**src/rtl/eepr_pkg.sv**
```systemverilog
package eepr_pkg;

  localparam int WORD_W = 16;
  localparam int BYTE_W = 8;

  typedef enum logic [2:0] {
    ST_IDLE, ST_WAIT, ST_HDR, ST_DATA, ST_READ, ST_ARMED, ST_DEAD
  } fsm_t;

  typedef enum logic [2:0] {
    CMD_READ, CMD_WRITE, CMD_ERASE, CMD_WEN, CMD_WDS, CMD_ERAL, CMD_WRAL
  } cmd_t;

  // opcode plus the two top address bits for the extended group
  function automatic cmd_t decode_cmd(logic [1:0] op, logic [1:0] ext);
    cmd_t c;
    case (op)
      2'b10: c = CMD_READ;
      2'b01: c = CMD_WRITE;
      2'b11: c = CMD_ERASE;
      default: begin
        case (ext)
          2'b00: c = CMD_WDS;
          2'b01: c = CMD_WRAL;
          2'b10: c = CMD_ERAL;
          default: c = CMD_WEN;
        endcase
      end
    endcase
    return c;
  endfunction

endpackage

```
**src/rtl/eepr_sampler.sv**
```systemverilog
module eepr_sampler #(
  parameter int SYNC_STAGES = 2
) (
  input  logic clk,
  input  logic rst_n,
  input  logic sel_pin,
  input  logic sclk_pin,
  input  logic sdi_pin,
  output logic s_r,
  output logic c_r,
  output logic d_r,
  output logic c_rise,
  output logic s_rise
);
  logic [SYNC_STAGES-1:0] s_sync, c_sync, d_sync;
  logic s_prev, c_prev;

  always_ff @(posedge clk or negedge rst_n) begin
    if (!rst_n) begin
      s_sync <= '0;
      c_sync <= '0;
      d_sync <= '0;
      s_prev <= 1'b0;
      c_prev <= 1'b0;
    end else begin
      s_sync <= {s_sync[SYNC_STAGES-2:0], sel_pin};
      c_sync <= {c_sync[SYNC_STAGES-2:0], sclk_pin};
      d_sync <= {d_sync[SYNC_STAGES-2:0], sdi_pin};
      s_prev <= s_sync[SYNC_STAGES-1];
      c_prev <= c_sync[SYNC_STAGES-1];
    end
  end

  assign s_r    = s_sync[SYNC_STAGES-1];
  assign c_r    = c_sync[SYNC_STAGES-1];
  assign d_r    = d_sync[SYNC_STAGES-1];
  assign c_rise = c_r & ~c_prev;
  assign s_rise = s_r & ~s_prev;

endmodule

```
**src/rtl/eepr_frame.sv**
```systemverilog
module eepr_frame
  import eepr_pkg::*;
#(
  parameter int ADDR_W = 6
) (
  input  logic                clk,
  input  logic                rst_n,
  input  logic                s_r,
  input  logic                c_r,
  input  logic                d_r,
  input  logic                c_rise,
  input  logic                s_rise,
  input  logic                org_word_i,
  output logic                rd_go,
  output logic [ADDR_W:0]     rd_go_addr,
  output logic                rd_active,
  output logic                org_q,
  output logic [3:0]          stb_q,
  output logic [ADDR_W:0]     cmd_addr_q,
  output logic [WORD_W-1:0]   cmd_data_q
);
  localparam int AWB = ADDR_W + 1;
  localparam int SRW = (AWB + 2 > WORD_W) ? AWB + 2 : WORD_W;
  localparam int CW  = $clog2(SRW + 1) + 1;
  localparam logic [CW-1:0] HDR_WORD = CW'(ADDR_W + 2);
  localparam logic [CW-1:0] HDR_BYTE = CW'(AWB + 2);
  localparam logic [CW-1:0] DAT_WORD = CW'(WORD_W);
  localparam logic [CW-1:0] DAT_BYTE = CW'(BYTE_W);

  fsm_t              state, state_n;
  cmd_t              cmd_q, cmd_n, hdr_cmd;
  logic [CW-1:0]     cnt, cnt_n, cnt_inc, hdr_len, dat_len;
  logic [SRW-1:0]    sr, sr_n, shifted;
  logic              org_n, wen_q, wen_n;
  logic [3:0]        stb_n;
  logic [AWB-1:0]    addr_n, hdr_addr;
  logic [WORD_W-1:0] data_n;
  logic [1:0]        hdr_op, hdr_ext;

  assign shifted = {sr[SRW-2:0], d_r};
  assign cnt_inc = cnt + 1'b1;
  assign hdr_len = org_q ? HDR_WORD : HDR_BYTE;
  assign dat_len = org_q ? DAT_WORD : DAT_BYTE;

  // header fields of the frame as it would stand after this bit
  always_comb begin
    if (org_q) begin
      hdr_op   = shifted[ADDR_W+1:ADDR_W];
      hdr_ext  = shifted[ADDR_W-1:ADDR_W-2];
      hdr_addr = {1'b0, shifted[ADDR_W-1:0]};
    end else begin
      hdr_op   = shifted[AWB+1:AWB];
      hdr_ext  = shifted[AWB-1:AWB-2];
      hdr_addr = shifted[AWB-1:0];
    end
    hdr_cmd = decode_cmd(hdr_op, hdr_ext);
  end

  always_comb begin
    state_n = state;
    cnt_n   = cnt;
    sr_n    = sr;
    org_n   = org_q;
    cmd_n   = cmd_q;
    addr_n  = cmd_addr_q;
    data_n  = cmd_data_q;
    wen_n   = wen_q;
    stb_n   = 4'b0000;
    rd_go   = 1'b0;
    if (!s_r) begin
      if (state == ST_ARMED) begin
        case (cmd_q)
          CMD_WEN:   wen_n = 1'b1;
          CMD_WDS:   wen_n = 1'b0;
          CMD_WRITE: stb_n[0] = wen_q;
          CMD_ERASE: stb_n[1] = wen_q;
          CMD_ERAL:  stb_n[2] = wen_q;
          CMD_WRAL:  stb_n[3] = wen_q;
          default: ;
        endcase
      end
      state_n = ST_IDLE;
    end else begin
      case (state)
        ST_IDLE: begin
          if (s_rise) begin
            org_n   = org_word_i;
            state_n = c_r ? ST_DEAD : ST_WAIT;
          end
        end
        ST_WAIT: begin
          if (c_rise && d_r) begin
            state_n = ST_HDR;
            cnt_n   = '0;
          end
        end
        ST_HDR: begin
          if (c_rise) begin
            sr_n  = shifted;
            cnt_n = cnt_inc;
            if (cnt_inc == hdr_len) begin
              cmd_n  = hdr_cmd;
              addr_n = hdr_addr;
              cnt_n  = '0;
              case (hdr_cmd)
                CMD_READ: begin
                  state_n = ST_READ;
                  rd_go   = 1'b1;
                end
                CMD_WRITE, CMD_WRAL: state_n = ST_DATA;
                default:             state_n = ST_ARMED;
              endcase
            end
          end
        end
        ST_DATA: begin
          if (c_rise) begin
            sr_n  = shifted;
            cnt_n = cnt_inc;
            if (cnt_inc == dat_len) begin
              data_n  = org_q ? shifted[WORD_W-1:0]
                              : {{(WORD_W-BYTE_W){1'b0}}, shifted[BYTE_W-1:0]};
              state_n = ST_ARMED;
            end
          end
        end
        ST_ARMED: begin
          if (c_rise) state_n = ST_DEAD;
        end
        default: ;
      endcase
    end
  end

  always_ff @(posedge clk or negedge rst_n) begin
    if (!rst_n) begin
      state      <= ST_IDLE;
      cnt        <= '0;
      sr         <= '0;
      org_q      <= 1'b1;
      cmd_q      <= CMD_READ;
      cmd_addr_q <= '0;
      cmd_data_q <= '0;
      wen_q      <= 1'b0;
      stb_q      <= 4'b0000;
    end else begin
      state      <= state_n;
      cnt        <= cnt_n;
      sr         <= sr_n;
      org_q      <= org_n;
      cmd_q      <= cmd_n;
      cmd_addr_q <= addr_n;
      cmd_data_q <= data_n;
      wen_q      <= wen_n;
      stb_q      <= stb_n;
    end
  end

  assign rd_go_addr = hdr_addr;
  assign rd_active  = (state == ST_READ);

  assert_idle_on_deselect_R10: assert property (@(posedge clk) disable iff (!rst_n)
    !s_r |=> state == ST_IDLE);

  assert_single_strobe_R11: assert property (@(posedge clk) disable iff (!rst_n)
    $onehot0(stb_q));

  assert_prog_needs_enable_R8: assert property (@(posedge clk) disable iff (!rst_n)
    (|stb_q) |-> ($past(wen_q) && $past(state) == ST_ARMED));

  assert_start_on_one_R3: assert property (@(posedge clk) disable iff (!rst_n)
    (state == ST_HDR && $past(state) == ST_WAIT) |-> $past(c_rise && d_r));

  assert_frame_opens_low_clock_R2: assert property (@(posedge clk) disable iff (!rst_n)
    (state == ST_WAIT && $past(state) == ST_IDLE) |-> !$past(c_r));

endmodule

```
**src/rtl/eepr_reader.sv**
```systemverilog
module eepr_reader
  import eepr_pkg::*;
#(
  parameter int ADDR_W = 6
) (
  input  logic              clk,
  input  logic              rst_n,
  input  logic              go,
  input  logic [ADDR_W:0]   go_addr,
  input  logic              active,
  input  logic              c_rise,
  input  logic              byte_mode,
  input  logic [WORD_W-1:0] rdata,
  output logic [ADDR_W:0]   rd_addr,
  output logic              q
);
  localparam int RCW = $clog2(WORD_W) + 1;

  logic [ADDR_W:0]   cur, cur_n, cur_inc;
  logic [WORD_W-1:0] sh, sh_n, load_val;
  logic [RCW-1:0]    rem, rem_n;
  logic              q_n;

  assign load_val = byte_mode ? {rdata[BYTE_W-1:0], {(WORD_W-BYTE_W){1'b0}}} : rdata;
  assign cur_inc  = byte_mode ? cur + 1'b1 : {1'b0, cur[ADDR_W-1:0] + 1'b1};

  always_comb begin
    cur_n = cur;
    sh_n  = sh;
    rem_n = rem;
    q_n   = q;
    if (go) begin
      cur_n = go_addr;
      rem_n = '0;
      q_n   = 1'b0;
    end else if (active && c_rise) begin
      if (rem == '0) begin
        q_n   = load_val[WORD_W-1];
        sh_n  = {load_val[WORD_W-2:0], 1'b0};
        rem_n = byte_mode ? RCW'(BYTE_W - 1) : RCW'(WORD_W - 1);
        cur_n = cur_inc;
      end else begin
        q_n   = sh[WORD_W-1];
        sh_n  = {sh[WORD_W-2:0], 1'b0};
        rem_n = rem - 1'b1;
      end
    end
  end

  always_ff @(posedge clk or negedge rst_n) begin
    if (!rst_n) begin
      cur <= '0;
      sh  <= '0;
      rem <= '0;
      q   <= 1'b0;
    end else begin
      cur <= cur_n;
      sh  <= sh_n;
      rem <= rem_n;
      q   <= q_n;
    end
  end

  assign rd_addr = cur;

  assert_dummy_zero_R6: assert property (@(posedge clk) disable iff (!rst_n)
    $rose(active) |-> !q);

endmodule

```
**src/rtl/eepr_store.sv**
```systemverilog
module eepr_store
  import eepr_pkg::*;
#(
  parameter int ADDR_W = 6
) (
  input  logic              clk,
  input  logic              rst_n,
  input  logic [3:0]        stb,
  input  logic              byte_mode,
  input  logic [ADDR_W:0]   waddr,
  input  logic [WORD_W-1:0] wdata,
  input  logic [ADDR_W:0]   raddr,
  output logic [WORD_W-1:0] rdata
);
  localparam int DEPTH = 1 << ADDR_W;

  logic [WORD_W-1:0] rows_w [DEPTH];
  logic [ADDR_W-1:0] widx, ridx;
  logic              wlane, rlane, all_op, erase_op, any_op;
  logic [WORD_W-1:0] value, mask, rword;

  assign widx     = byte_mode ? waddr[ADDR_W:1] : waddr[ADDR_W-1:0];
  assign wlane    = byte_mode & waddr[0];
  assign ridx     = byte_mode ? raddr[ADDR_W:1] : raddr[ADDR_W-1:0];
  assign rlane    = raddr[0];
  assign all_op   = stb[2] | stb[3];
  assign erase_op = stb[1] | stb[2];
  assign any_op   = |stb;

  always_comb begin
    if (erase_op)       value = '1;
    else if (byte_mode) value = {wdata[BYTE_W-1:0], wdata[BYTE_W-1:0]};
    else                value = wdata;
    if (byte_mode && !all_op) mask = wlane ? 16'hFF00 : 16'h00FF;
    else                      mask = '1;
  end

  for (genvar r = 0; r < DEPTH; r++) begin : g_row
    logic [WORD_W-1:0] row_q, row_n;
    logic              hit;
    assign hit = any_op && (all_op || widx == ADDR_W'(r));
    always_comb row_n = (row_q & ~mask) | (value & mask);
    always_ff @(posedge clk or negedge rst_n) begin
      if (!rst_n)   row_q <= '1;
      else if (hit) row_q <= row_n;
    end
    assign rows_w[r] = row_q;
  end

  assign rword = rows_w[ridx];
  assign rdata = byte_mode ? {8'h00, rlane ? rword[15:8] : rword[7:0]} : rword;

endmodule

```
**src/rtl/eepr_front.sv**
```systemverilog
module eepr_front
  import eepr_pkg::*;
#(
  parameter int ADDR_W      = 6,
  parameter int SYNC_STAGES = 2
) (
  input  logic              clk,
  input  logic              rst_n,
  input  logic              sel_i,
  input  logic              sclk_i,
  input  logic              sdi_i,
  input  logic              org_word_i,
  output logic              sdo_o,
  output logic              sdo_oe_o,
  output logic              prog_write_o,
  output logic              prog_erase_o,
  output logic              prog_erase_all_o,
  output logic              prog_write_all_o,
  output logic [ADDR_W:0]   prog_addr_o,
  output logic [WORD_W-1:0] prog_data_o,
  output logic              prog_word_o
);
  logic              s_r, c_r, d_r, c_rise, s_rise;
  logic              rd_go, rd_active, org_q;
  logic [ADDR_W:0]   rd_go_addr, rd_addr;
  logic [3:0]        stb;
  logic [WORD_W-1:0] rdata;

  eepr_sampler #(.SYNC_STAGES(SYNC_STAGES)) i_sampler (
    .clk(clk), .rst_n(rst_n), .sel_pin(sel_i), .sclk_pin(sclk_i), .sdi_pin(sdi_i),
    .s_r(s_r), .c_r(c_r), .d_r(d_r), .c_rise(c_rise), .s_rise(s_rise)
  );

  eepr_frame #(.ADDR_W(ADDR_W)) i_frame (
    .clk(clk), .rst_n(rst_n), .s_r(s_r), .c_r(c_r), .d_r(d_r), .c_rise(c_rise),
    .s_rise(s_rise), .org_word_i(org_word_i), .rd_go(rd_go), .rd_go_addr(rd_go_addr),
    .rd_active(rd_active), .org_q(org_q), .stb_q(stb), .cmd_addr_q(prog_addr_o),
    .cmd_data_q(prog_data_o)
  );

  eepr_reader #(.ADDR_W(ADDR_W)) i_reader (
    .clk(clk), .rst_n(rst_n), .go(rd_go), .go_addr(rd_go_addr), .active(rd_active),
    .c_rise(c_rise), .byte_mode(!org_q), .rdata(rdata), .rd_addr(rd_addr), .q(sdo_o)
  );

  eepr_store #(.ADDR_W(ADDR_W)) i_store (
    .clk(clk), .rst_n(rst_n), .stb(stb), .byte_mode(!org_q), .waddr(prog_addr_o),
    .wdata(prog_data_o), .raddr(rd_addr), .rdata(rdata)
  );

  assign sdo_oe_o         = rd_active;
  assign prog_write_o     = stb[0];
  assign prog_erase_o     = stb[1];
  assign prog_erase_all_o = stb[2];
  assign prog_write_all_o = stb[3];
  assign prog_word_o      = org_q;

  assert_oe_off_deselected_R10: assert property (@(posedge clk) disable iff (!rst_n)
    !s_r |=> !sdo_oe_o);

endmodule

```
**config.mk**
```make
export PLATFORM = sky130hd
export DESIGN_NAME = eepr_front
export DESIGN_NICKNAME = d
export VERILOG_FILES = /design/src/rtl/eepr_pkg.sv /design/src/rtl/eepr_sampler.sv /design/src/rtl/eepr_frame.sv /design/src/rtl/eepr_reader.sv /design/src/rtl/eepr_store.sv /design/src/rtl/eepr_front.sv
export SDC_FILE = /design/constraint.sdc
export NUM_CORES = 2
export LEC_CHECK = 0
export ABC_CLOCK_PERIOD_IN_PS = 4000
export BUFFER_PORTS_ARGS = -buffer_cell sky130_fd_sc_hd__buf_2
export CAP_MARGIN = 20
export CORE_MARGIN = 2
export CORE_UTILIZATION = 55
export CTS_BUF_LIST = sky130_fd_sc_hd__clkbuf_4
export DETAILED_ROUTE_END_ITERATION = 16
export GPL_ROUTABILITY_DRIVEN = 0
export PLACE_DENSITY_LB_ADDON = 0.05
export SYNTH_ARGS = -nofsm -noshare
export SYNTH_HDL_FRONTEND = slang
export SYNTH_SLANG_ARGS = --single-unit
export TNS_END_PERCENT = 20
```
**constraint.sdc**
```tcl
create_clock -name clk -period 4 [get_ports clk]
set_input_delay 0.8 -clock clk [delete_from_list [all_inputs] [get_ports clk]]
set_output_delay 0.8 -clock clk [all_outputs]
set_load 0.05 [all_outputs]
```
Yosys cells after proc, flatten, opt, wreduce, memory -nomap -nowiden
Index checks and enable logic that the tools add are counted.

Flip-flop bits (word level): 1117. Bits of input ports: 6. Logic and storage cells: 535. Output and inout port bits: 30.

Reductions and logical operators: 154. $add $sub $neg: 4. Multiplexer cells: 60. Eq/ne operators: 94. Bitwise logic cells: 140. Order comparisons: 1.

Operators with widths (count): AND 16 bit (65); bitwise OR 16 bit (64); equality test 6 bit, second input constant (32); two-way mux 16 bit (10); binary-select mux 16 bit (select 6 bit) (1); equality test 6 x 5 -> 1 bit, second input constant (16); logical AND 1 bit (67); logical OR 1 bit (64); equality test 6 x 4 -> 1 bit, second input constant (8); two-way mux 6 bit (6); two-way mux 7 bit (5); two-way mux 3 bit (9); equality test 6 x 3 -> 1 bit, second input constant (4); != test 3 x 2 -> 1 bit, second input constant (7); two-way mux 5 bit (4); equality test 3 bit, second input constant (6); one-hot mux 3 bit (3 select lines) (2); one-hot mux 6 bit (3 select lines) (1); NOT 16 bit (1); one-hot mux 3 bit (5 select lines) (1); two-way mux 1 bit (13); adder 6 x 1 -> 6 bit, second input constant (2); equality test 3 x 2 -> 1 bit, second input constant (4); equality test 6 x 2 -> 1 bit, second input constant (2); 33 further kinds (59).

Longest topological paths before layout
Depth in word-level cells: 12. Depth in mapped cells: 15. Gate-level depth less buffers: 9.

Cells and area by module
Synthesis repeated with hierarchy kept, for this count alone.

Cells, all modules: 4938. Area total of the unflattened synthesis: 61039.8 um2.

By module, submodules not included: eepr_store (area an instance 56534.2 um2, cells an instance 4483, times used 1, sequential area each 26905.8 um2); eepr_frame (area an instance 2763.9 um2, cells an instance 274, times used 1, sequential area each 1402.6 um2); eepr_reader (area an instance 1510.2 um2, cells an instance 170, times used 1, sequential area each 700.7 um2); eepr_sampler (area an instance 227.7 um2, cells an instance 10, times used 1, sequential area each 200.2 um2); eepr_front (area an instance 3.8 um2, cells an instance 1, times used 1, sequential area each 0.0 um2).

Least setup slack after synthesis
Ideal clock, no wire load.

Kind: register to register. Start: register i_frame.org_q. End: register i_reader.sh[13]. Clock period less this slack: 2.865 ns. Data arrival time: 2.728 ns. Buffers on the path: 5. Stages on the path, launching flop included: 11. Setup time: 0.137 ns. Setup slack: 1.135 ns. Data required time: 3.863 ns. Cell sequence: dfstp_2 -> buf_6 -> buf_6 -> mux2_4 -> buf_6 -> buf_6 -> buf_2 -> mux4_2 -> a2111oi_0 -> o2111ai_1 -> nor3b_1.

Word-level cells in the longest chain between the ends: 12. Elaborated cells on any way between the ends: 29. Those cells by class: eq/ne (6); mux (18); bitwise (2); reduce/logical (3).

RTL lines: start: declaration (RTL line eepr_frame.sv:17) `output logic org_q,`; start signal: assignment (RTL line eepr_frame.sv:150) `org_q <= org_n;`; two-way mux 2 bit (RTL line eepr_frame.sv:47) `if (org_q) begin`; equality test 2 bit (tied with other cells) (RTL line eepr_pkg.sv:22) `case (ext)`; one-hot mux 3 bit (3 select lines) (RTL line eepr_pkg.sv:22); one-hot mux 3 bit (3 select lines) (RTL line eepr_pkg.sv:17) `case (op)`; zero test 3 bit (RTL line eepr_frame.sv:105) `case (hdr_cmd)`; two-way mux 1 bit (RTL line eepr_frame.sv:105); two-way mux 1 bit (RTL line eepr_frame.sv:101) `if (cnt_inc == hdr_len) begin`; two-way mux 1 bit (RTL line eepr_frame.sv:98) `if (c_rise) begin`; two-way mux 1 bit (RTL line eepr_frame.sv:84) `case (state)`; two-way mux 1 bit (RTL line eepr_frame.sv:70) `if (!s_r) begin`; NOT 1 bit (no line); AND reduction 2 bit (no line); end signal: assignment (RTL line eepr_reader.sv:58) `sh <= sh_n;`; end: declaration (RTL line eepr_reader.sv:20) `logic [WORD_W-1:0] sh, sh_n, load_val;`.

Parallel ways exist; a longest one is shown, timed or not. The select of a mux whose other input is x is not followed. A chain may end at the register's enable or synchronous reset.

Worst setup path in the final report
Start: register i_frame.org_q. End: register i_reader.sh[1].

Same word-level chain as after synthesis.

==> results.toml <==
[drt]
wire_per_inst_um = 24.9
vias_per_cell = 6.16
drt_iter0_drc = 4599
routed_wl_mm = 183
antenna_left = 0
via_count = 45170
drcViolationCount = 0
drt_pre_antenna_iters = 10

[place]
place_inst = 6807
pre_cts_ws_ns = 0.0154
hpwl_mm = 123
portBuffers = 35

[layout]
utilization_pct = 61.3
fin_nets = 5842
most-common-layout-cells = "1024 x dfstp_2, 870 x nand2_1, 702 x nor2_1"
stdcell_count = 7333
layout_commonest_cell = "dfstp_2"
drive_gt1_share_pct = 35.0
syn2layout_area_growth_pct = 10.8

[global_route]
grt_usage_pct = 35.8
grt_start_max_net_pins = 102
grt_overflow = 0
grt_pass1_wl_mm = 278
grt_pass1_vias = 44011
antenna_found_initial = 2

[synthesis]
synth_area_per_cell_sq_um = 9.69
synth_flop_cell = "dfstp_2"
synth.distinct_cells = 92
syn-num-nets = 5709
synth_warnings = 0
synthArstFlopShare_pct = 100
synth_edf_count = 0
synth_seq_area_share_pct = 52.9
syn_inst = 5700
ys_ff_latch = 1116
netlist_area_sq_um = 55200

[setup_path]
start_kind = "flip-flop"
r2r_slack_ns = -0.02
r2r_cells = 10
reg2reg_to = "i_reader.sh[1]"
critPathMaxFanout = 36
crit_start = "i_frame.org_q"
rr_startpoint = "i_frame.org_q"
worstPathCellList = "buf_4 -> nor2b_1 -> buf_4 -> a32o_1 -> a211oi_1 -> o221ai_1 -> nand4_1 -> nor3_1 -> nor3_1 -> a22o_1"
endpoint = "i_reader.sh[1]"
setup.worst_path.end_class = "flip-flop"
required_ns = 5.13
path_class = "reg2reg"
critPathArrivalTime_ns = 5.15
slowest_delay_ns = 0.94
cpMaxStageDelayCell = "dfstp_4"

[clock_tree]
cts_tree = "yes"
cts.clk_slew.worst_paths_ns = 0.07
clock_sinks = 1116
htree_num_levels = 5
clock-root-buffer = "clkbuf_4"
cts_buffers = 316
clock_latency_ns = 1.23
ctsLongestPathBuffers = 4

[power_and_ir_drop]
power_density_nw_per_um2 = 456
leakagePower_uw = 0.0228
seqPwrFrac_pct = 42.3
peakVddDrop_mv = 0.284
intPower_uw = 19000
swShare_pct = 31.9
p_sw_uw = 8910
combPwrFrac_pct = 21.0
clkPwrFrac_pct = 36.7

[sta]
setup_viol = 2
worst_pin_slew_ns = 1.18
fin_skew_ns = 0.0812
period_needed_ns = 4.02
slew_viol_final = 0
worst_slack_ns = -0.0193
hold_viol_final = 0
clock.fmax_mhz = 249
final.setup.tns_ns = -0.0259
slew_headroom_pct = 20.3
rsz0062_at_grt = "no"
timing.final.crit_share_pct = 100

[flow_run]
drv_cap = 0

[status]
failed_checks = "setup timing"
status = "finished, violations left"

[floorplanning]
die_x_um = 321
core_area_sq_um = 99900
dieArea_sq_um = 103000
initial_core_util_pct = 55.3
ios = 36
rows = 116
die_h_um = 321

[min_path]
hold_path_class = "in2reg"
[cells by family after synthesis]
family	share of synthesized area, %
multiplexers	9.85
adder cells (fa/ha/maj)	0.0680
AO/OA/AOI/OAI	17.7
buffers and inverters	4.34
XOR/XNOR	0.159
flip-flops	52.9
AND/OR/NAND/NOR	15.0
[power by group through the flow]
stage	Clock (uW)	Sequential [uW]	Combinational [uW]
floorplan	0	11700	3930
global placement	0	11900	5740
detailed placement	0	11900	5760
CTS	10500	11800	5780
global route	11000	11800	6190
finish	10200	11800	5870
[routing by layer]
layer | GRT usage (%) | part of all wire (%) | up-vias
met1 | 48.8 | 41 | 22130
met3 | 6.16 | 7.5 | 511
li1 | - | - | 20561
met5 | 0 | 0 | -
met4 | 20.5 | 5.8 | 0
met2 | 54.4 | 45 | 1968
[critical path: cells and delay by family, from the launching register on]
kind	cells	cell delay, ns
AO/OA/AOI/OAI	4	1.34
buffers and inverters	2	0.59
flip-flops	1	0.94
AND/OR/NAND/NOR	4	1.04
[cell type report]
| class | count | area, sq um |
|---|---|---|
| diodes | 7 | 17.5 |
| clock inverters | 47 | 262 |
| flip-flops and latches | 1116 | 29200 |
| inverters | 44 | 166 |
| fillers | 8657 | 38600 |
| repair buffers | 298 | 2560 |
| clock buffers | 466 | 3500 |
| well taps | 1298 | 1620 |
| multi-input cells | 4057 | 23900 |
[Yosys cell counts, types with 27 or more instances]
| library cell | count | share of area [%] |
|---|---|---|
| buf_2 | 151 | 1.4 |
| nor2b_1 | 40 | 0.45 |
| nor2_1 | 712 | 4.8 |
| mux2_2 | 123 | 2.5 |
| a211oi_1 | 39 | 0.53 |
| nand3_1 | 132 | 1.2 |
| dfstp_2 | 1025 | 49 |
| nand2_1 | 870 | 5.9 |
| mux2i_1 | 130 | 2.4 |
| o21ai_0 | 599 | 5.4 |
| a21oi_1 | 668 | 6.1 |
| nand4_1 | 42 | 0.48 |
| o22ai_1 | 53 | 0.60 |
| nor3_1 | 40 | 0.36 |
| inv_1 | 43 | 0.29 |
| clkbuf_1 | 268 | 1.8 |
| o221ai_1 | 73 | 1.2 |
| dfrtp_1 | 91 | 4.1 |
| a22oi_1 | 28 | 0.38 |
| buf_4 | 33 | 0.45 |
| a221oi_1 | 40 | 0.63 |
| mux4_2 | 119 | 4.9 |
| nand2b_1 | 27 | 0.31 |
[metrics by stage]
stage          total power (uW)  area (sq um)  hold WS [ns]
6_report                  27900         61200         0.236
5_1_grt                   29000         61200         0.221
4_1_cts                   28000         61200         0.153
3_5_place_dp              17700         57400         0.336
3_3_place_gp              17700         57400         0.336
2_1_floorplan             15700         55200         0.331
[how the worst min path moves through the flow]
stage / start / endpoint / slack (ns) / depth (start not counted)
2_1_floorplan: i_sampler.c_sync[0] / i_sampler.c_sync[1] / 0.33 / 0
3_3_place_gp: i_sampler.s_sync[0] / i_sampler.s_sync[1] / 0.34 / 0
3_5_place_dp: i_sampler.d_sync[0] / i_sampler.d_sync[1] / 0.34 / 0
4_1_cts: sdi_i / i_sampler.d_sync[0] / 0.15 / 2
5_1_grt: sclk_i / i_sampler.c_sync[0] / 0.22 / 2
6_report: sdi_i / i_sampler.d_sync[0] / 0.24 / 2
[timing repair]
action                     in CTS  in global routing
resized for setup               1                  2
setup buffers                   0                  0
setup endpoints to repair       1                 10
hold buffers                    5                  0
hold endpoints to repair       15                  0
gates cloned                    0                  0
Note: power is estimated with default switching activity, not from simulation.
